--- config.mk ---
export PLATFORM = sky130hd
export DESIGN_NAME = apb_cdtimer
export DESIGN_NICKNAME = d
export VERILOG_FILES = /design/src/rtl/tmr_pkg.sv /design/src/rtl/tmr_apb_dec.sv /design/src/rtl/tmr_regs.sv /design/src/rtl/tmr_count.sv /design/src/rtl/tmr_irq.sv /design/src/rtl/apb_cdtimer.sv
export SDC_FILE = /design/constraint.sdc
export NUM_CORES = 1
export LEC_CHECK = 0
export ABC_AREA = 1
export CORE_MARGIN = 1.5
export CORE_UTILIZATION = 49
export DETAILED_ROUTE_END_ITERATION = 16
export GPL_ROUTABILITY_DRIVEN = 0
export GPL_TIMING_DRIVEN = 0
export PLACE_DENSITY = 0.81
export SETUP_SLACK_MARGIN = 0.4
export SLEW_MARGIN = 20
export SYNTH_ARGS = -nofsm -noshare
export SYNTH_HDL_FRONTEND = slang
export SYNTH_SLANG_ARGS = --single-unit
--- constraint.sdc ---
create_clock -name pclk -period 1.85 [get_ports pclk]
set_clock_uncertainty 0.05 [all_clocks]
set_input_delay 0.4625 -clock pclk [delete_from_list [all_inputs] [get_ports pclk]]
set_output_delay 0.4625 -clock pclk [all_outputs]
set_load 0.1 [all_outputs]
--- src/rtl/tmr_pkg.sv ---
package tmr_pkg;

  // byte offsets that software depends on
  localparam logic [7:0] OFS_LOAD  = 8'h00;
  localparam logic [7:0] OFS_CUR   = 8'h04;
  localparam logic [7:0] OFS_CTL   = 8'h08;
  localparam logic [7:0] OFS_EOI   = 8'h0C;
  localparam logic [7:0] OFS_STAT  = 8'h10;
  localparam logic [7:0] OFS_GSTAT = 8'hA0;
  localparam logic [7:0] OFS_GEOI  = 8'hA4;
  localparam logic [7:0] OFS_GRAW  = 8'hA8;
  localparam logic [7:0] OFS_VER   = 8'hAC;

  localparam int unsigned CTL_W  = 3;
  localparam int unsigned CB_EN  = 0;

  // packed so that bit 0 = enable, bit 1 = periodic, bit 2 = mask
  typedef struct packed {
    logic msk;
    logic per;
    logic en;
  } ctl_t;

  typedef enum logic [2:0] {
    RS_ZERO,
    RS_LOAD,
    RS_CUR,
    RS_CTL,
    RS_MSTAT,
    RS_RAW,
    RS_VER
  } rsel_e;

endpackage

--- src/rtl/tmr_apb_dec.sv ---
module tmr_apb_dec
  import tmr_pkg::*;
#(
  parameter int unsigned ADDR_W = 8
) (
  input  logic              psel,
  input  logic              penable,
  input  logic              pwrite,
  input  logic [ADDR_W-1:0] paddr,
  output logic              wr_load,
  output logic              wr_ctl,
  output logic              eoi_rd,
  output rsel_e             rsel
);

  logic acc_wr;
  logic acc_rd;

  assign acc_wr = psel & penable & pwrite;
  assign acc_rd = psel & penable & ~pwrite;

  // only the two writable registers decode on writes
  assign wr_load = acc_wr & (paddr == ADDR_W'(OFS_LOAD));
  assign wr_ctl  = acc_wr & (paddr == ADDR_W'(OFS_CTL));

  // both clear locations share one strobe
  assign eoi_rd  = acc_rd & ((paddr == ADDR_W'(OFS_EOI)) |
                             (paddr == ADDR_W'(OFS_GEOI)));

  always_comb begin
    rsel = RS_ZERO;
    if (paddr == ADDR_W'(OFS_LOAD))        rsel = RS_LOAD;
    else if (paddr == ADDR_W'(OFS_CUR))    rsel = RS_CUR;
    else if (paddr == ADDR_W'(OFS_CTL))    rsel = RS_CTL;
    else if (paddr == ADDR_W'(OFS_STAT))   rsel = RS_MSTAT;
    else if (paddr == ADDR_W'(OFS_GSTAT))  rsel = RS_MSTAT;
    else if (paddr == ADDR_W'(OFS_GRAW))   rsel = RS_RAW;
    else if (paddr == ADDR_W'(OFS_VER))    rsel = RS_VER;
  end

endmodule

--- src/rtl/tmr_regs.sv ---
module tmr_regs
  import tmr_pkg::*;
#(
  parameter int unsigned DATA_W = 32
) (
  input  logic              clk,
  input  logic              rst_n,
  input  logic              wr_load,
  input  logic              wr_ctl,
  input  logic [DATA_W-1:0] wdata,
  output logic [DATA_W-1:0] load_q,
  output ctl_t              ctl_q,
  output logic              start
);

  logic [DATA_W-1:0] load_d;
  ctl_t              ctl_d;
  ctl_t              ctl_wr;

  assign ctl_wr = ctl_t'(wdata[CTL_W-1:0]);

  always_comb begin
    load_d = load_q;
    ctl_d  = ctl_q;
    if (wr_load) load_d = wdata;
    if (wr_ctl)  ctl_d  = ctl_wr;
  end

  // a rising enable copies the load value on the same edge
  assign start = wr_ctl & wdata[CB_EN] & ~ctl_q.en;

  always_ff @(posedge clk or negedge rst_n) begin
    if (!rst_n) begin
      load_q <= '0;
      ctl_q  <= '0;
    end else begin
      if (wr_load) load_q <= load_d;
      if (wr_ctl)  ctl_q  <= ctl_d;
    end
  end

endmodule

--- src/rtl/tmr_count.sv ---
module tmr_count #(
  parameter int unsigned DATA_W = 32
) (
  input  logic              clk,
  input  logic              rst_n,
  input  logic              en,
  input  logic              periodic,
  input  logic              start,
  input  logic [DATA_W-1:0] load,
  output logic [DATA_W-1:0] cnt_q,
  output logic              tc
);

  localparam logic [DATA_W-1:0] ONE     = DATA_W'(1);
  localparam logic [DATA_W-1:0] ALLONES = '1;

  logic [DATA_W-1:0] cnt_d;
  logic [DATA_W-1:0] reload;
  logic              cnt_ce;

  assign reload = periodic ? load : ALLONES;
  assign cnt_ce = start | en;

  always_comb begin
    cnt_d = cnt_q;
    tc    = 1'b0;
    if (start) begin
      cnt_d = load;
    end else if (en) begin
      if (cnt_q == '0) begin
        cnt_d = reload;
      end else begin
        cnt_d = cnt_q - ONE;
        tc    = (cnt_q == ONE);
      end
    end
  end

  always_ff @(posedge clk or negedge rst_n) begin
    if (!rst_n)      cnt_q <= '0;
    else if (cnt_ce) cnt_q <= cnt_d;
  end

endmodule

--- src/rtl/tmr_irq.sv ---
module tmr_irq (
  input  logic clk,
  input  logic rst_n,
  input  logic tc,
  input  logic clr,
  input  logic msk,
  output logic raw_q,
  output logic pend
);

  logic raw_d;

  // a new terminal step outranks a clear on the same edge
  always_comb begin
    raw_d = raw_q;
    if (clr) raw_d = 1'b0;
    if (tc)  raw_d = 1'b1;
  end

  always_ff @(posedge clk or negedge rst_n) begin
    if (!rst_n) raw_q <= 1'b0;
    else        raw_q <= raw_d;
  end

  assign pend = raw_q & ~msk;

endmodule

--- src/rtl/apb_cdtimer.sv ---
module apb_cdtimer
  import tmr_pkg::*;
#(
  parameter int unsigned        DATA_W  = 32,
  parameter int unsigned        ADDR_W  = 8,
  parameter logic [DATA_W-1:0]  VERSION = DATA_W'(32'h0001_0002)
) (
  input  logic              pclk,
  input  logic              presetn,
  input  logic              psel,
  input  logic              penable,
  input  logic              pwrite,
  input  logic [ADDR_W-1:0] paddr,
  input  logic [DATA_W-1:0] pwdata,
  output logic [DATA_W-1:0] prdata,
  output logic              pready,
  output logic              pslverr,
  output logic              irq
);

  logic              wr_load;
  logic              wr_ctl;
  logic              eoi_rd;
  rsel_e             rsel;
  logic [DATA_W-1:0] ld_q;
  ctl_t              ctl_q;
  logic              start;
  logic [DATA_W-1:0] cnt_q;
  logic              tc;
  logic              raw_q;
  logic              pend;
  logic              ctl_en;
  logic              ctl_per;
  logic              ctl_msk;

  assign ctl_en  = ctl_q.en;
  assign ctl_per = ctl_q.per;
  assign ctl_msk = ctl_q.msk;

  tmr_apb_dec #(.ADDR_W(ADDR_W)) u_dec (
    .psel    (psel),
    .penable (penable),
    .pwrite  (pwrite),
    .paddr   (paddr),
    .wr_load (wr_load),
    .wr_ctl  (wr_ctl),
    .eoi_rd  (eoi_rd),
    .rsel    (rsel)
  );

  tmr_regs #(.DATA_W(DATA_W)) u_regs (
    .clk     (pclk),
    .rst_n   (presetn),
    .wr_load (wr_load),
    .wr_ctl  (wr_ctl),
    .wdata   (pwdata),
    .load_q  (ld_q),
    .ctl_q   (ctl_q),
    .start   (start)
  );

  tmr_count #(.DATA_W(DATA_W)) u_cnt (
    .clk      (pclk),
    .rst_n    (presetn),
    .en       (ctl_en),
    .periodic (ctl_per),
    .start    (start),
    .load     (ld_q),
    .cnt_q    (cnt_q),
    .tc       (tc)
  );

  tmr_irq u_irq (
    .clk   (pclk),
    .rst_n (presetn),
    .tc    (tc),
    .clr   (eoi_rd),
    .msk   (ctl_msk),
    .raw_q (raw_q),
    .pend  (pend)
  );

  always_comb begin
    unique case (rsel)
      RS_LOAD:  prdata = ld_q;
      RS_CUR:   prdata = cnt_q;
      RS_CTL:   prdata = DATA_W'(ctl_q);
      RS_MSTAT: prdata = DATA_W'(pend);
      RS_RAW:   prdata = DATA_W'(raw_q);
      RS_VER:   prdata = VERSION;
      default:  prdata = '0;
    endcase
  end

  assign pready  = 1'b1;
  assign pslverr = 1'b0;
  assign irq     = pend;

endmodule

==> metrics.log, run 1 <==
[metrics] worst-path endpoint after global-route repair_timing: prdata[25]
[metrics] std cell rows: 35
[metrics] combined global-route utilization of all metal layers: 0.675
[metrics] cell chosen for the clock root: sky130_fd_sc_hd__clkbuf_8
[metrics] average cell area after synthesis: 6.70 sq um
[metrics] Error Message: [ERROR GRT-0232] Routing congestion too high. Check the congestion heatmap in the GUI.
[metrics] post-synthesis xor/xnor area fraction: 0.0204
[metrics] final global-route overflow total: 3
[metrics] synthesized cell area: 4720 sq um
[metrics] Post-Synth Simple-Gate Area: 0.356
[metrics] CTS buffer count: 9
[metrics] Seq/Total Area, Yosys: 0.361
[metrics] post-synthesis instance total: 704
[metrics] kind of the worst endpoint: top-level output
[metrics] cells taking the most area after synthesis: sky130_fd_sc_hd__dfrtp_1 (36%), sky130_fd_sc_hd__nand2_1 (16%), sky130_fd_sc_hd__nor2_1 (7.5%)
[metrics] share of the synthesized area in the top cell type: 0.361
[metrics] share of async-settable or async-resettable flops after synthesis: 1.00
[metrics] adder and majority gate portion of the synthesized area: 0.00796
[metrics] number of warnings printed during yosys synthesis: 0
[metrics] deepest clock path buffer count: 2
[metrics] DP Cell Count: 911
[metrics] largest net degree at the start of global routing: 39
[metrics] run status: did not finish
[metrics] post-cts hold buffer count: 0
[metrics] distinct cell type count after synthesis: 42
[metrics] Compound-Gate Fraction of Synth Area: 0.139
[metrics] synthesized net count: 752
[metrics] cell taking the most area after synthesis: sky130_fd_sc_hd__dfrtp_1
[metrics] multiplexer share of the synthesized area: 0.00716
[metrics] primary flip-flop cell chosen by synthesis mapping: sky130_fd_sc_hd__dfrtp_1
[metrics] number of port buffers: 77
[metrics] H-tree depth: 3
[metrics] combinational family with the most area after synthesis: simple AND/OR/NAND/NOR gates
[metrics] HPWL after detailed placement: 11300 um
[metrics] Die Ht: 101 um
[metrics] Post-synth EDFFs: 0
[metrics] number of placed I/O pins: 80
[metrics] Synth Register Bits: 68
[metrics] horizontal die dimension: 101 um
[metrics] CTS Sinks: 68
[metrics] initial core utilization: 0.508
[metrics] stage at which the run stopped: global routing
per-stage QoR:
| stage | area (sq um) | worst slack [ns] | TNS (ns) | hold WS, ns | utilization |
|---|---|---|---|---|---|
| global placement | 6480 | -2.17 | -245.28 | 0.419 | 0.698 |
| CTS | 8120 | -0.384 | -11.40 | 0.00922 | 0.874 |
| floorplan | 5550 | -0.501 | -10.26 | 0.117 | - |
| detailed placement | 6500 | -1.98 | -102.00 | 0.392 | 0.700 |
metal layers:
metal,GRT usage,GRT overflow
met1,0.720,0
met2,0.888,3
met4,0.621,0
met3,0.431,0
met5,0.144,0
cells by family after synthesis:
group                      count (synthesis)
AOI/OAI and AO/OA                        117
and+or+nand+nor                          381
xor gates and xnor gates                  11
buffers and inverters                    119
DFF                                       68
muxes                                      3
adders and majority gates                  3
other                                      2
synth_stat cells (4+ instances only):
cell type                  instances
sky130_fd_sc_hd__nor3_1            4
sky130_fd_sc_hd__buf_4             4
sky130_fd_sc_hd__inv_2             5
sky130_fd_sc_hd__inv_1            87
sky130_fd_sc_hd__nor2_2            6
sky130_fd_sc_hd__nor2_1           94
sky130_fd_sc_hd__o21ai_1           7
sky130_fd_sc_hd__clkbuf_1          9
sky130_fd_sc_hd__dfrtp_1          68
sky130_fd_sc_hd__o21ai_0          30
sky130_fd_sc_hd__nand3_1          53
sky130_fd_sc_hd__buf_2             7
sky130_fd_sc_hd__nand4_1           4
sky130_fd_sc_hd__a21oi_1          42
sky130_fd_sc_hd__xor2_1           10
sky130_fd_sc_hd__o22ai_1          26
sky130_fd_sc_hd__nand2_1         195
sky130_fd_sc_hd__buf_6             5
sky130_fd_sc_hd__nand2_2           5
sky130_fd_sc_hd__nor2_4            4
repair_timing:
item,4_1_cts
pin swaps,65
setup endpoints to repair,101
hold endpoints to repair,0
buffers inserted,42
cloned,7
gates resized for setup,490
==> inputs of run 2 (changes only) <==
--- a/config.mk
+++ b/config.mk
@@ -7,12 +7,11 @@
 export LEC_CHECK = 0
 export ABC_AREA = 1
 export CORE_MARGIN = 1.5
-export CORE_UTILIZATION = 49
+export CORE_UTILIZATION = 40
 export DETAILED_ROUTE_END_ITERATION = 16
 export GPL_ROUTABILITY_DRIVEN = 0
 export GPL_TIMING_DRIVEN = 0
-export PLACE_DENSITY = 0.81
-export SETUP_SLACK_MARGIN = 0.4
+export PLACE_DENSITY_LB_ADDON = 0.15
 export SLEW_MARGIN = 20
 export SYNTH_ARGS = -nofsm -noshare
 export SYNTH_HDL_FRONTEND = slang
==> constraint.sdc (replaced) <==
create_clock -name pclk -period 2.4 [get_ports pclk]
set_clock_uncertainty 0.05 [all_clocks]
set_input_delay 0.6 -clock pclk [delete_from_list [all_inputs] [get_ports pclk]]
set_output_delay 0.6 -clock pclk [all_outputs]
set_load 0.1 [all_outputs]
==> run 2 against run 1 <==
  * The flow now finishes, with violations (negative setup slack)
  * Synthesized cell count stayed put
  * Area after synthesis stayed put
==> metrics.log, run 2 <==
[metrics] antenna violations before repair: 0
[metrics] CTS buffer count: 9
[metrics] first-iteration detailed-routing DRC count: 499
[metrics] share of async-settable or async-resettable flops after synthesis: 1.00
[metrics] CTS Sinks: 68
[metrics] worst slew slack as a fraction of its limit: 0.445
[metrics] placed cell areas: 6340 sq um
[metrics] TritonCTS clock tree: built
[metrics] synthesized net count: 752
[metrics] cell chosen for the clock root: sky130_fd_sc_hd__clkbuf_16
[metrics] first-pass GRT wire length: 26400 um
[metrics] initial core utilization: 0.411
[metrics] number of diodes: 0
[metrics] dpl ws: -1.60 ns
[metrics] fraction of final layout cells sized beyond drive strength 1: 0.225
[metrics] multi-input gate area in the final layout: 3070 sq um
[metrics] met3 Track Usage GR: 0.0338
[metrics] post-cts hold buffer count: 0
[metrics] max-cap violation count: 0
[metrics] max-slew violations: 0
[metrics] Regs by FF count: u_cnt.cnt_q (32), u_regs.load_q (32), u_regs.ctl_q (3)
[metrics] Synth Register Bits: 68
[metrics] number of warnings printed during yosys synthesis: 0
[metrics] shortest clock period the worst path allows after layout: 2.47 ns
[metrics] GRT busiest layer: met2
[metrics] post-route standard cell area excluding fillers: 7310 sq um
[metrics] std cell rows: 39
[metrics] HPWL after detailed placement: 11500 um
[metrics] final-layout fill cell count: 976
[metrics] average wire per standard cell: 17.0 um
[metrics] Seq/Total Area, Yosys: 0.361
[metrics] DRC violations left: 0
[metrics] cell with the most instances after synthesis: sky130_fd_sc_hd__nand2_1
[metrics] slew at the pin closest to its max-slew limit: 0.827 ns
[metrics] clock input transition at the sequential cells of the worst setup and hold paths: 0.06 ns
[metrics] Leakage: 3.42 nW
[metrics] horizontal die dimension: 112 um
[metrics] insertion delay to the later sink of the worst-skew pair: 0.35 ns
[metrics] Detailed Routing Iterations Pass 1: 5
[metrics] final setup vio count: 16
[metrics] largest net degree at the start of global routing: 49
[metrics] Die Ht: 112 um
[metrics] run status: finished with violations
[metrics] Sequential Area: 1700 sq um
[metrics] distinct cell type count after synthesis: 42
[metrics] CP Data Arrival Time: 1.82 ns
[metrics] met2 GRT Util: 0.439
[metrics] type of the worst min-delay path: input port to async pin
[metrics] H-tree depth: 3
[metrics] routing usage on met1: 0.359
[metrics] number of port buffers: 77
[metrics] cells taking the most area after synthesis: sky130_fd_sc_hd__dfrtp_1 (36%), sky130_fd_sc_hd__nand2_1 (16%), sky130_fd_sc_hd__nor2_1 (7.5%)
[metrics] wirelength, routed: 16400 um
[metrics] number of routed nets with antenna violations: 0
[metrics] total power divided by cell area: 631 nW/um^2
[metrics] floorplan die area: 12500 sq um
[metrics] commonest non-fill, non-tap cell in the layout: sky130_fd_sc_hd__nand2_1
[metrics] Worst setup SP type: input port
[metrics] Post-synth EDFFs: 0
[metrics] least setup slack across all paths after layout: -0.0739 ns
[metrics] Final #Nets: 864
[metrics] number of global-route vias before repair: 5163
[metrics] setup repair after global routing missed its margin: yes
[metrics] most frequent cells in the layout: sky130_fd_sc_hd__nand2_1 (189), sky130_fd_sc_hd__nor2_1 (93), sky130_fd_sc_hd__inv_1 (83), sky130_fd_sc_hd__dfrtp_1 (68), sky130_fd_sc_hd__nand3_1 (51)
[metrics] maximum vdd drop: 346 uV
[metrics] nature of the critical path endpoint: output port
[metrics] cell taking the most area after synthesis: sky130_fd_sc_hd__dfrtp_1
[metrics] final count of hold timing violations: 0
[metrics] synthesized cell area: 4720 sq um
[metrics] achievable clock frequency: 0.404 GHz
[metrics] Area growth syn-to-layout: 55.0%
[metrics] CP Max Fanout: 5
[metrics] share of the synthesized area in the top cell type: 0.361
[metrics] average cell area after synthesis: 6.70 sq um
[metrics] primary flip-flop cell chosen by synthesis mapping: sky130_fd_sc_hd__dfrtp_1
[metrics] combined global-route utilization of all metal layers: 0.270
[metrics] total number of vias: 5143
[metrics] area inside the core boundary: 11500 sq um
[metrics] failing checks: negative setup slack
[metrics] deepest clock path buffer count: 2
[metrics] number of placed I/O pins: 80
[metrics] vias per cell: 5.34
[metrics] period utilisation layout: 1.03
[metrics] post-synthesis instance total: 704
[metrics] kind of critical path: input port to output port
[metrics] final global-route overflow total: 0
[metrics] ranking of synthesized cells by instance count: sky130_fd_sc_hd__nand2_1 (195), sky130_fd_sc_hd__nor2_1 (94), sky130_fd_sc_hd__inv_1 (87)
[metrics] data required time at the worst endpoint: 1.75 ns
run 2: where the power goes:
group | switching (mW) | leakage [nW] | internal [mW]
sequential | 0.343 | 0.726 | 1.39
combinational | 1.03 | 2.55 | 0.565
clock | 0.499 | 0.140 | 0.784
total | 1.88 | 3.42 | 2.74
run 2: layer usage:
metal / part of all wire / vias to the layer above
met5: 0 / -
met4: 0.032 / 0
met3: 0.073 / 42
met2: 0.47 / 235
met1: 0.42 / 2377
li1: - / 2489
run 2: kinds of logic (layout without fill, tap and decap cells):
logic type | count (synthesis) | count (layout) | share of synthesized area
compound gates | 117 | 117 | 0.139
xor+xnor | 11 | 11 | 0.0204
fa+ha+maj | 3 | 3 | 0.00796
buf+inv | 119 | 235 | 0.108
flops | 68 | 68 | 0.361
mux | 3 | 3 | 0.00716
other cells | 2 | 2 | 0.00159
simple gates | 381 | 382 | 0.356
run 2: worst max-delay path, stage by stage:
cell,delay [ns]
sky130_fd_sc_hd__buf_8,0.11
sky130_fd_sc_hd__inv_8,0.05
sky130_fd_sc_hd__nand2_8,0.06
sky130_fd_sc_hd__nor3_4,0.21
sky130_fd_sc_hd__buf_6,0.15
sky130_fd_sc_hd__nand2_4,0.08
sky130_fd_sc_hd__clkbuf_16,0.19
sky130_fd_sc_hd__o22ai_4,0.18
sky130_fd_sc_hd__buf_12,0.20
run 2: path summary, 6_finish.rpt:
| check | startpoint | endpoint | slack, ns | cells after the start |
|---|---|---|---|---|
| worst max register to register | u_cnt.cnt_q[1]$_DFFE_PN0P_ | u_cnt.cnt_q[26]$_DFFE_PN0P_ | 0.17 | 11 |
| max in group asynchronous | presetn | u_cnt.cnt_q[27]$_DFFE_PN0P_ | 1.64 | 2 |
| min in group pclk | u_regs.load_q[2]$_DFFE_PN0P_ | u_regs.load_q[2]$_DFFE_PN0P_ | 0.44 | 2 |
| worst min register to register | u_regs.load_q[2]$_DFFE_PN0P_ | u_regs.load_q[2]$_DFFE_PN0P_ | 0.44 | 2 |
| worst max-delay path | paddr[0] | prdata[21] | -0.07 | 9 |
| worst min-delay path | presetn | u_regs.load_q[9]$_DFFE_PN0P_ | 0.1 | 1 |
run 2: area by class of cell:
class                           count  area share
Multi-Input combinational cell    518       0.420
Sequential cell                    68       0.233
Timing Repair Buffer              100       0.193
Inverter                           92      0.0518
Buffer                             27      0.0397
Clock buffer                       15      0.0380
Tap cell                          143      0.0245
Clock inverter                      1    0.000684
run 2: timing repair:
item,in CTS,in global routing
gates cloned,5,1
pin swaps,20,12
gates resized for setup,349,26
buffers inserted,13,4
endpoints found under the setup margin,48,32
run 2: stage by stage:
| stage | hold slack (ns) | total power [mW] | util | setup TNS (ns) | instances |
|---|---|---|---|---|---|
| after global routing | 0.126 | 4.93 | 0.638 | -2.20 | 964 |
| after CTS | 0.110 | 4.58 | 0.627 | -2.20 | 959 |
| final | 0.0951 | 4.62 | 0.638 | -0.827 | 964 |
| after global placement | 0.422 | 3.22 | 0.551 | -186.46 | 924 |
| after floorplan | 0.254 | 2.83 | - | -1.90 | 704 |
| after detailed placement | 0.427 | 3.27 | 0.553 | -69.37 | 925 |
Power figures use the tool's default switching activity.
